## config.mk

```make
export PLATFORM = sky130hd
export DESIGN_NAME = cgcam
export DESIGN_NICKNAME = d
export VERILOG_FILES = /design/src/rtl/cgcam_pkg.sv /design/src/rtl/cgcam_conn_mem.sv /design/src/rtl/cgcam_classifier.sv /design/src/rtl/cgcam_array.sv /design/src/rtl/cgcam.sv
export SDC_FILE = /design/constraint.sdc
export NUM_CORES = 1
export LEC_CHECK = 0
export ABC_AREA = 1
export BUFFER_PORTS_ARGS = -buffer_cell sky130_fd_sc_hd__buf_2
export CAP_MARGIN = 10
export CORE_UTILIZATION = 39
export CTS_BUF_LIST = sky130_fd_sc_hd__clkbuf_2 sky130_fd_sc_hd__clkbuf_4 sky130_fd_sc_hd__clkbuf_8
export DETAILED_ROUTE_END_ITERATION = 12
export PLACE_DENSITY_LB_ADDON = 0.2
export SLEW_MARGIN = 20
export SYNTH_ARGS = -nofsm -noshare
export SYNTH_HDL_FRONTEND = slang
export SYNTH_SLANG_ARGS = --single-unit
```

## constraint.sdc

```tcl
create_clock -name clk -period 2.96 [get_ports clk]
set_clock_uncertainty 0.1 [all_clocks]
set_input_delay 0.592 -clock clk [delete_from_list [all_inputs] [get_ports clk]]
set_output_delay 0.592 -clock clk [all_outputs]
set_load 0.005 [all_outputs]
```

## src/rtl/cgcam_pkg.sv

```systemverilog
// cgcam_pkg: default sizes and shared types for the classifier-gated CAM.
// Assumes: users derive every other width from these defaults.
package cgcam_pkg;
    localparam int DEF_ENTRIES = 16;
    localparam int DEF_TAG_W   = 16;
    localparam int DEF_RED_W   = 8;
    localparam int DEF_SUB_W   = 4;
    localparam int DEF_GRP     = 4;

    // Operation kind used by stimulus tables.
    typedef enum logic {
        OP_WRITE  = 1'b0,
        OP_SEARCH = 1'b1
    } cgcam_op_e;
endpackage

```

## src/rtl/cgcam_conn_mem.sv

```systemverilog
// cgcam_conn_mem: one cluster's connection matrix, ROWS x COLS bits held in flops.
// A write sets one bit; bits are never cleared except by reset.
// Assumes: the read row is combinational, so a same-cycle write is not seen.
module cgcam_conn_mem #(
    parameter int ROWS = 16,
    parameter int COLS = 16,
    localparam int RW  = $clog2(ROWS),
    localparam int CLW = $clog2(COLS)
) (
    input  logic            clk,
    input  logic            rst_n,
    input  logic            wr_en,
    input  logic [RW-1:0]   wr_row,
    input  logic [CLW-1:0]  wr_col,
    input  logic [RW-1:0]   rd_row,
    output logic [COLS-1:0] rd_bits
);
    logic [COLS-1:0] mem [ROWS];

    // Clear on reset; otherwise set the addressed connection bit.
    always_ff @(posedge clk) begin
        if (!rst_n) begin
            for (int r = 0; r < ROWS; r++) mem[r] <= '0;
        end else if (wr_en) begin
            mem[wr_row][wr_col] <= 1'b1;
        end
    end

    // Present the row selected by the search subtag.
    always_comb rd_bits = mem[rd_row];
endmodule

```

## src/rtl/cgcam_classifier.sv

```systemverilog
// cgcam_classifier: turns the reduced tag into per-sub-block compare enables.
// There is one connection matrix per cluster. The candidates are the AND across
// clusters, and each enable is the OR over a group of GRP entries.
// Assumes: RED_W is a multiple of SUB_W and ENTRIES is a multiple of GRP.
module cgcam_classifier #(
    parameter int ENTRIES = 16,
    parameter int RED_W   = 8,
    parameter int SUB_W   = 4,
    parameter int GRP     = 4,
    localparam int CLUST  = RED_W / SUB_W,
    localparam int ROWS   = 1 << SUB_W,
    localparam int NGRP   = ENTRIES / GRP,
    localparam int AW     = $clog2(ENTRIES)
) (
    input  logic             clk,
    input  logic             rst_n,
    input  logic             wr_en,
    input  logic [AW-1:0]    wr_addr,
    input  logic [RED_W-1:0] wr_red,
    input  logic [RED_W-1:0] srch_red,
    output logic [NGRP-1:0]  grp_en
);
    logic [ENTRIES-1:0] rows_rd [CLUST];
    logic [ENTRIES-1:0] cand;

    for (genvar k = 0; k < CLUST; k++) begin : g_clust
        cgcam_conn_mem #(.ROWS(ROWS), .COLS(ENTRIES)) u_mem (
            .clk     (clk),
            .rst_n   (rst_n),
            .wr_en   (wr_en),
            .wr_row  (wr_red[k*SUB_W +: SUB_W]),
            .wr_col  (wr_addr),
            .rd_row  (srch_red[k*SUB_W +: SUB_W]),
            .rd_bits (rows_rd[k])
        );
    end

    // An entry is a candidate only if every cluster row points at it.
    always_comb begin
        cand = '1;
        for (int k = 0; k < CLUST; k++) cand &= rows_rd[k];
    end

    for (genvar g = 0; g < NGRP; g++) begin : g_grp
        // A sub-block is enabled if it holds any candidate.
        assign grp_en[g] = |cand[g*GRP +: GRP];
    end
endmodule

```

## src/rtl/cgcam_array.sv

```systemverilog
// cgcam_array: tag storage with a valid bit per entry and gated exact compare.
// Only entries in enabled sub-blocks compare; the lowest matching index wins.
// Assumes: a write lands at the clock edge, so a same-cycle search sees old data.
module cgcam_array #(
    parameter int ENTRIES = 16,
    parameter int TAG_W   = 16,
    parameter int GRP     = 4,
    localparam int NGRP   = ENTRIES / GRP,
    localparam int AW     = $clog2(ENTRIES)
) (
    input  logic             clk,
    input  logic             rst_n,
    input  logic             wr_en,
    input  logic [AW-1:0]    wr_addr,
    input  logic [TAG_W-1:0] wr_tag,
    input  logic [TAG_W-1:0] srch_tag,
    input  logic [NGRP-1:0]  grp_en,
    output logic             hit,
    output logic [AW-1:0]    hit_addr
);
    logic [TAG_W-1:0]   tags [ENTRIES];
    logic [ENTRIES-1:0] valid;
    logic [ENTRIES-1:0] match;

    // Store the tag and mark the entry valid; reset invalidates all entries.
    always_ff @(posedge clk) begin
        if (!rst_n) begin
            valid <= '0;
            for (int e = 0; e < ENTRIES; e++) tags[e] <= '0;
        end else if (wr_en) begin
            valid[wr_addr] <= 1'b1;
            tags[wr_addr]  <= wr_tag;
        end
    end

    for (genvar e = 0; e < ENTRIES; e++) begin : g_cmp
        // Compare only inside an enabled sub-block.
        assign match[e] = grp_en[e / GRP] && valid[e] && (tags[e] == srch_tag);
    end

    // Lowest-index priority encoder over the match vector.
    always_comb begin
        hit      = 1'b0;
        hit_addr = '0;
        for (int e = ENTRIES - 1; e >= 0; e--) begin
            if (match[e]) begin
                hit      = 1'b1;
                hit_addr = AW'(e);
            end
        end
    end
endmodule

```

## src/rtl/cgcam.sv

```systemverilog
// cgcam: top of the classifier-gated binary CAM. The classifier gates the array,
// and the result is registered one cycle after the search request.
// Assumes: ENTRIES is a power of two, RED_W <= TAG_W, and sizes divide evenly.
module cgcam #(
    parameter int ENTRIES = cgcam_pkg::DEF_ENTRIES,
    parameter int TAG_W   = cgcam_pkg::DEF_TAG_W,
    parameter int RED_W   = cgcam_pkg::DEF_RED_W,
    parameter int SUB_W   = cgcam_pkg::DEF_SUB_W,
    parameter int GRP     = cgcam_pkg::DEF_GRP,
    localparam int NGRP   = ENTRIES / GRP,
    localparam int AW     = $clog2(ENTRIES),
    localparam int CW     = $clog2(NGRP + 1)
) (
    input  logic             clk,
    input  logic             rst_n,
    input  logic             wr_en,
    input  logic [AW-1:0]    wr_addr,
    input  logic [TAG_W-1:0] wr_tag,
    input  logic             srch_en,
    input  logic [TAG_W-1:0] srch_tag,
    output logic             rslt_vld,
    output logic             rslt_hit,
    output logic [AW-1:0]    rslt_addr,
    output logic [CW-1:0]    rslt_nen
);
    logic [NGRP-1:0] grp_en;
    logic            arr_hit;
    logic [AW-1:0]   arr_addr;
    logic [CW-1:0]   en_cnt;

    cgcam_classifier #(
        .ENTRIES (ENTRIES), .RED_W (RED_W), .SUB_W (SUB_W), .GRP (GRP)
    ) u_cls (
        .clk      (clk),
        .rst_n    (rst_n),
        .wr_en    (wr_en),
        .wr_addr  (wr_addr),
        .wr_red   (wr_tag[RED_W-1:0]),
        .srch_red (srch_tag[RED_W-1:0]),
        .grp_en   (grp_en)
    );

    cgcam_array #(
        .ENTRIES (ENTRIES), .TAG_W (TAG_W), .GRP (GRP)
    ) u_arr (
        .clk      (clk),
        .rst_n    (rst_n),
        .wr_en    (wr_en),
        .wr_addr  (wr_addr),
        .wr_tag   (wr_tag),
        .srch_tag (srch_tag),
        .grp_en   (grp_en),
        .hit      (arr_hit),
        .hit_addr (arr_addr)
    );

    // Count the sub-blocks the classifier enabled.
    always_comb begin
        en_cnt = '0;
        for (int g = 0; g < NGRP; g++) en_cnt = en_cnt + CW'(grp_en[g]);
    end

    // Register the result and its strobe; hold the fields between searches.
    always_ff @(posedge clk) begin
        if (!rst_n) begin
            rslt_vld  <= 1'b0;
            rslt_hit  <= 1'b0;
            rslt_addr <= '0;
            rslt_nen  <= '0;
        end else begin
            rslt_vld <= srch_en;
            if (srch_en) begin
                rslt_hit  <= arr_hit;
                rslt_addr <= arr_addr;
                rslt_nen  <= en_cnt;
            end
        end
    end
endmodule

```

==> results of run 1 <==
[critical path: stages, from the launching register on]
cell and delay [ns]:
dfxtp_1 0.31, nand2_1 0.06, o21ai_1 0.06, a211oi_1 0.29, o21ai_0 0.19, buf_4 0.17
nand2_1 0.05, nand2_1 0.05, nor2_1 0.10, inv_2 0.06, fa_2 0.63, ha_2 0.19
ha_1 0.22, nor2_1 0.09, nor2_1 0.05
[routing by layer]
metal,vias up,track usage (%),routed length [um]
li1,14100,-,-
met1,14000,35.1,49800
met2,1000,41.2,53000
met3,192,4.27,7530
met4,0,8.89,2890
met5,-,0,0
[kinds of logic (layout without fill, tap and decap cells)]
kind of cell               after synthesis  in the layout
and+or+nand+nor                       1798           1798
DFF                                    793            793
xor gates and xnor gates                83             83
buffers and inverters                  495            757
AOI/OAI and AO/OA                      949            949
adders and majority gates                3              3
other                                    0              2
[flip-flops by register name, indices dropped and copies added, names as in the netlist]
signal                   flops
rslt_hit                     1
u_cls.g_clust.u_mem.mem    512
u_arr.tags                 256
rslt_vld                     1
u_arr.valid                 16
rslt_nen                     3
rslt_addr                    4
[cell type report]
| class | count | area (sq um) | share of cell area, % |
|---|---|---|---|
| Antenna cell | 2 | 5.00 | 0.0126 |
| Clock buffer | 228 | 2780 | 7.01 |
| Clock inverter | 28 | 259 | 0.653 |
| Inverter | 163 | 623 | 1.57 |
| Multi-Input combinational cell | 2833 | 13300 | 33.4 |
| Sequential cell | 793 | 18400 | 46.5 |
| Tap cell | 1144 | 1430 | 3.61 |
| Timing Repair Buffer | 338 | 2880 | 7.25 |
[how the worst min path moves through the flow]
stage / startpoint / end / slack (ns) / depth (start not counted)
6_report: wr_tag[10] / u_arr.tags[6][10] / 0.25 / 4
5_1_grt: wr_tag[8] / u_arr.tags[6][8] / 0.21 / 4
4_1_cts: wr_tag[10] / u_arr.tags[9][10] / 0.18 / 4
3_5_place_dp: u_arr.valid[13] / u_arr.valid[13] / 0.33 / 2
3_3_place_gp: u_arr.valid[4] / u_arr.valid[4] / 0.33 / 2
2_1_floorplan: u_arr.valid[13] / u_arr.valid[13] / 0.32 / 2
[placed cells by master, fill, tap and decap left out, types with 45 or more instances in the layout]
cell type  Yosys  routed
nor2_1       392     392
nand3_1      240     240
o211ai_1      50      50
o22ai_1      107     107
buf_4         19     255
a21oi_1       80      80
nand2_1     1096    1079
buf_2         83      45
xor2_1        71      71
edfxtp_1     256     256
clkbuf_4       0      57
o21ai_0      632     629
dfxtp_1      537     537
clkbuf_8       0     171
inv_1        144     143
[stage by stage]
step / setup TNS (ns) / cells / cell area (sq um)
6_report: 0 / 5529 / 39700
5_1_grt: 0 / 5529 / 39700
4_1_cts: 0 / 5527 / 39700
3_5_place_dp: -4.58 / 5269 / 36600
3_3_place_gp: -4.43 / 5269 / 36600
2_1_floorplan: 0 / 4121 / 33800
[power by group]
| part | internal (mW) | switching [mW] | leakage, nW |
|---|---|---|---|
| sequential | 11.5 | 0.106 | 6.77 |
| combinational | 0.671 | 1.40 | 6.60 |
| clock | 6.04 | 4.82 | 1.62 |
[what timing repair did]
item	in CTS	in global routing
setup endpoints to repair	0	3
hold buffers	2	0
hold endpoints to repair	9	0
gates resized for setup	0	2
==> results.toml, run 1 <==
[drt]
routed_via_density = 5.31
ant_nets = 0
wirelength_um = 113000
dr.pass1.iters = 6
dr.first_iter.drc_count = 2313
via_count = 29400
drc = 0
wire_per_inst_um = 20.5

[timing]
setup_viol = 0
worst_pin_slew_ns = 0.946
slew_headroom_pct = 36.9
clock.fmax_ghz = 0.368
hold_viol = 0
whs_ns = 0.251
fin_ws_ns = 0.242
rsz0062_at_grt = "no"
slew_viol_final = 0
final.period_utilization_pct = 91.8
min_period_ns = 2.72

[logic_synthesis]
synth_nets = 4164
synth_area_leaders = "dfxtp_1 32%, edfxtp_1 23%, nand2_1 12%"
seq_area_frac_synth_pct = 54.6
synthArstFlopShare_pct = 0
synth-edff-count = 256
synth_area_per_cell_sq_um = 8.19
synth_xor_area_share_pct = 2.15
synth_area_sq_mm = 0.0338
yosysMostFrequentCell = "nand2_1"
yosysTopAreaCell = "dfxtp_1"
synth_top_family_by_area = "simple AND/OR/NAND/NOR gates"
syn_inst = 4121
ys.flop_type = "dfxtp_1"
synth-seq-cells = 793
muxShareOfSynthArea_pct = 0
synthAdderAreaFrac_pct = 0.133
synth.distinct_cells = 42
synth_compound_area_share_pct = 15.5
yosys-top-cells-count = "1096 x nand2_1, 632 x o21ai_0, 537 x dfxtp_1"
yosys.area_share.simple_pct = 21.4
synth_top_cell_area_share_pct = 31.8
ys.warnings.count = 0

[grt]
grt_pass1_vias = 27200
grt_pass1_wl_um = 169000
grt.total_usage_pct = 25.7
antenna_found_initial = 2
globalRouteOverflowTotal = 0
grt_max_degree = 133

[clock_tree]
numCtsBuffers = 141
cts_tree = "built"
post_cts_buffers = 0
clkSlewWorstSetupHoldPaths_ns = 0.06
cts_max_level = 4
cts_sinks = 793
root_buffer = "clkbuf_8"
clock_latency_ns = 0.83
clk_path_buf_depth = 3

[run_status]
outcome = "finished, final reports clean"

[final_layout]
num-nets-final = 4313
area_growth_pct = 17.5
drive_above_1_share_pct = 14.7
fin_util_pct = 46.5
nFillCells = 8547

[power_and_ir_drop]
ir_worst_vdd_mv = 0.383
p_leak_nw = 15.0
cellPowerDensity_mw_per_mm2 = 617
power_mw = 24.5

[critical_path]
crit_type = "flop to flop"
cp.arrival_ns = 3.31
r2r_cells = 14
start_kind = "flop"
r2r_slack_ns = 0.24
crit_start = "u_cls.g_clust[1].u_mem.mem[13][3]"
endpoint_kind = "flop"
required_ns = 3.55
crit_path_max_fanout = 2
setup.worst_path.end = "rslt_nen[1]"
regToRegEndpoint = "rslt_nen[1]"
timing.rr.start = "u_cls.g_clust[1].u_mem.mem[13][3]"

[place]
port_buffers = 48
dp_slack_ns = -0.638
gp_congestion = 0.855
hpwlAfterDp_um = 71400

[flow_run]
max_cap_viol_count = 0

[floorplanning]
die_w_um = 296
rows = 107
fp.coreArea_sq_mm = 0.0854
die_h_um = 296
die_area_sq_mm = 0.0877
num_io_pins = 49
initial_core_util_pct = 39.5

[hold_path]
min_path_type = "input pin to flop"
Power figures use the tool's default switching activity.
==> inputs of run 2 (changes only) <==
Settings changed: TNS_END_PERCENT set to 1.
Clock period 2.96 ns to 3 ns, I/O delays scaled along.
==> run 2 against run 1 <==
Core utilization hardly changed. Critical path type is now input pin to flop. Sequential power hardly changed. Die area stayed put. Non-clock buffer count is 1 higher. Flip-flop and latch count stayed put. Highest routed layer unchanged. Power is 2.2% lower. Global-route usage is 0.13 points higher. Critical path depth is 2 higher.
==> results.toml, run 2 (synthesized netlist as in run 1, its figures left out) <==
[floorplanning]
die_w_um = 296
rows = 107
fp.coreArea_sq_mm = 0.0854
initial_core_util_pct = 39.5
die_h_um = 296
num_io_pins = 49
die_area_sq_mm = 0.0877

[critical_path]
r2r_slack_ns = 0.12
crit_chain = "buf_4 -> inv_4 -> buf_12 -> nand2_1 -> nand3_1 -> nand3_1 -> nand2_1 -> nand2_1 -> nand2_1 -> nand2_1 -> nand4_1 -> fa_1 -> ha_1 -> ha_1 -> nor2_1 -> nor2_1"
required_ns = 3.57
timing.rr.start = "u_cls.g_clust[0].u_mem.mem[5][10]"
cp.arrival_ns = 3.50
r2r_cells = 13
critPathSlowestCell = "fa_1"
crit_path_max_fanout = 46
regToRegEndpoint = "rslt_nen[1]"
max_stage_delay_ns = 0.56
cp_common_cell = "nand2_1"
start_kind = "input pin"
crit_type = "input pin to flop"
endpoint_kind = "flop"

[drt]
dr.pass1.iters = 5
drc = 0
ant_nets = 0
wirelength_um = 114000
wire_per_inst_um = 20.5
dr.first_iter.drc_count = 2687
routed_via_density = 5.34
via_count = 29500

[final_layout]
fin_area_sq_mm = 0.0397
reg_top3 = "u_cls.g_clust.u_mem.mem x512, u_arr.tags x256, u_arr.valid x16"
area_growth_pct = 17.5
num-nets-final = 4314
layout_common_cells = "1079 x nand2_1, 631 x o21ai_0, 537 x dfxtp_1"
final_common_cell = "nand2_1"
largest_register_ffs = 512
regMostFlops = "u_cls.g_clust.u_mem.mem"
drive_above_1_share_pct = 14.7

[power_and_ir_drop]
pwr-share-comb_pct = 8.5
p_sw_mw = 6.01
ir_worst_vdd_mv = 0.385
seq_power_share_pct = 47.6
switching_share_pct = 25.1
p_leak_nw = 15.0
cellPowerDensity_mw_per_mm2 = 604
p_clk_share_pct = 43.8
intPower_mw = 18.0

[clock_tree]
root_buffer = "clkbuf_8"
numCtsBuffers = 141
clk_path_buf_depth = 3
clock_latency_ns = 0.80
cts_tree = "built"
cts_max_level = 4
clkSlewWorstSetupHoldPaths_ns = 0.06
post_cts_buffers = 0
cts_sinks = 793

[grt]
grt_pass1_vias = 27600
grt_pass1_wl_um = 170000
globalRouteOverflowTotal = 0
grt_max_degree = 201
antenna_found_initial = 4
grt.total_usage_pct = 25.9

[place]
dpl-instance-area_sq_mm = 0.0367
hpwlAfterDp_um = 70900
gp_congestion = 0.853
port_buffers = 48

[timing]
final.period_utilization_pct = 97.5
slew_headroom_pct = 18.7
slew_viol_final = 0
clock.fmax_ghz = 0.342
rsz0062_at_grt = "no"
whs_ns = 0.286
hold_viol = 0
worst_pin_slew_ns = 1.22
min_period_ns = 2.93
setup_viol = 0
fin_setup_tns_ns = 0

[hold_path]
min_path_type = "input pin to flop"
hp-start = "wr_tag[12]"
min_delay_path_depth = 4
min_to = "u_arr.tags[15][12]"

[run_status]
outcome = "finished, final reports clean"

[flow_run]
max_cap_viol_count = 0
run 2: cell count changes in the layout (fill, tap and decap cells not counted), sizes merged:
cell | before | now
inv | 162 | 154
clkinvlp | 1 | 2
diode | 2 | 1
clkbuf | 228 | 229
clkinv | 28 | 30
buf | 336 | 337
bufinv | 0 | 1
run 2: repair_timing:
action                                 CTS  global route
setup endpoints to repair                0             1
hold buffers                             2             0
endpoints found under the hold margin   14             0
gates resized for setup                  0             2
run 2: stage by stage:
step / std cells / setup slack [ns] / total power, mW / utilization [%]
2_1_floorplan: 4121 / 0.00276 / 12.7 / -
5_1_grt: 5526 / 0.0180 / 24.8 / 46.4
4_1_cts: 5525 / 0.0927 / 24.1 / 46.4
3_5_place_dp: 5270 / -0.701 / 13.7 / 42.9
3_3_place_gp: 5270 / -0.700 / 13.6 / 42.9
6_report: 5526 / 0.0739 / 24.0 / 46.4
run 2: routing by layer:
layer	global-route usage, %	vias up	part of all wire [%]
met1	35.1	14200	44
met3	3.79	190	6.8
met4	9.10	0	2.7
li1	-	14100	-
met5	0	-	0
met2	42.0	1012	46
run 2: area by class of cell:
type / instances / area (sq um)
Clock inverter: 24 / 160
Antenna cell: 1 / 2.50
Fill cell: 8539 / 45800
Timing Repair Buffer: 339 / 2950
Inverter: 163 / 623
Tap cell: 1144 / 1430
Clock buffer: 229 / 2810
Sequential cell: 793 / 18400
Multi-Input combinational cell: 2833 / 13300
run 2: power groups by stage:
| stage | Combinational (mW) | Sequential, mW | Clock (mW) |
|---|---|---|---|
| after global routing | 2.18 | 11.4 | 11.2 |
| after CTS | 2.03 | 11.4 | 10.7 |
| after global placement | 2.01 | 11.6 | 0 |
| after detailed placement | 2.02 | 11.6 | 0 |
| after floorplan | 1.10 | 11.6 | 0 |
| final | 2.04 | 11.4 | 10.5 |
run 2: how the worst max path moves through the flow:
stage	startpoint	to	cells after the start
2_1_floorplan	srch_tag[4]	rslt_nen[1]	17
3_5_place_dp	srch_tag[0]	rslt_nen[1]	16
4_1_cts	u_cls.g_clust[0].u_mem.mem[12][4]	rslt_nen[1]	11
5_1_grt	u_cls.g_clust[0].u_mem.mem[5][10]	rslt_nen[1]	13
6_report	srch_tag[0]	rslt_nen[1]	16
3_3_place_gp	srch_tag[0]	rslt_nen[1]	16
run 2: worst max-delay path, delay by kind of cell:
kind | cells | cell delay (ns)
adder cells (fa/ha/maj) | 3 | 1.10
buffers and inverters | 3 | 0.60
AND/OR/NAND/NOR | 10 | 1.16
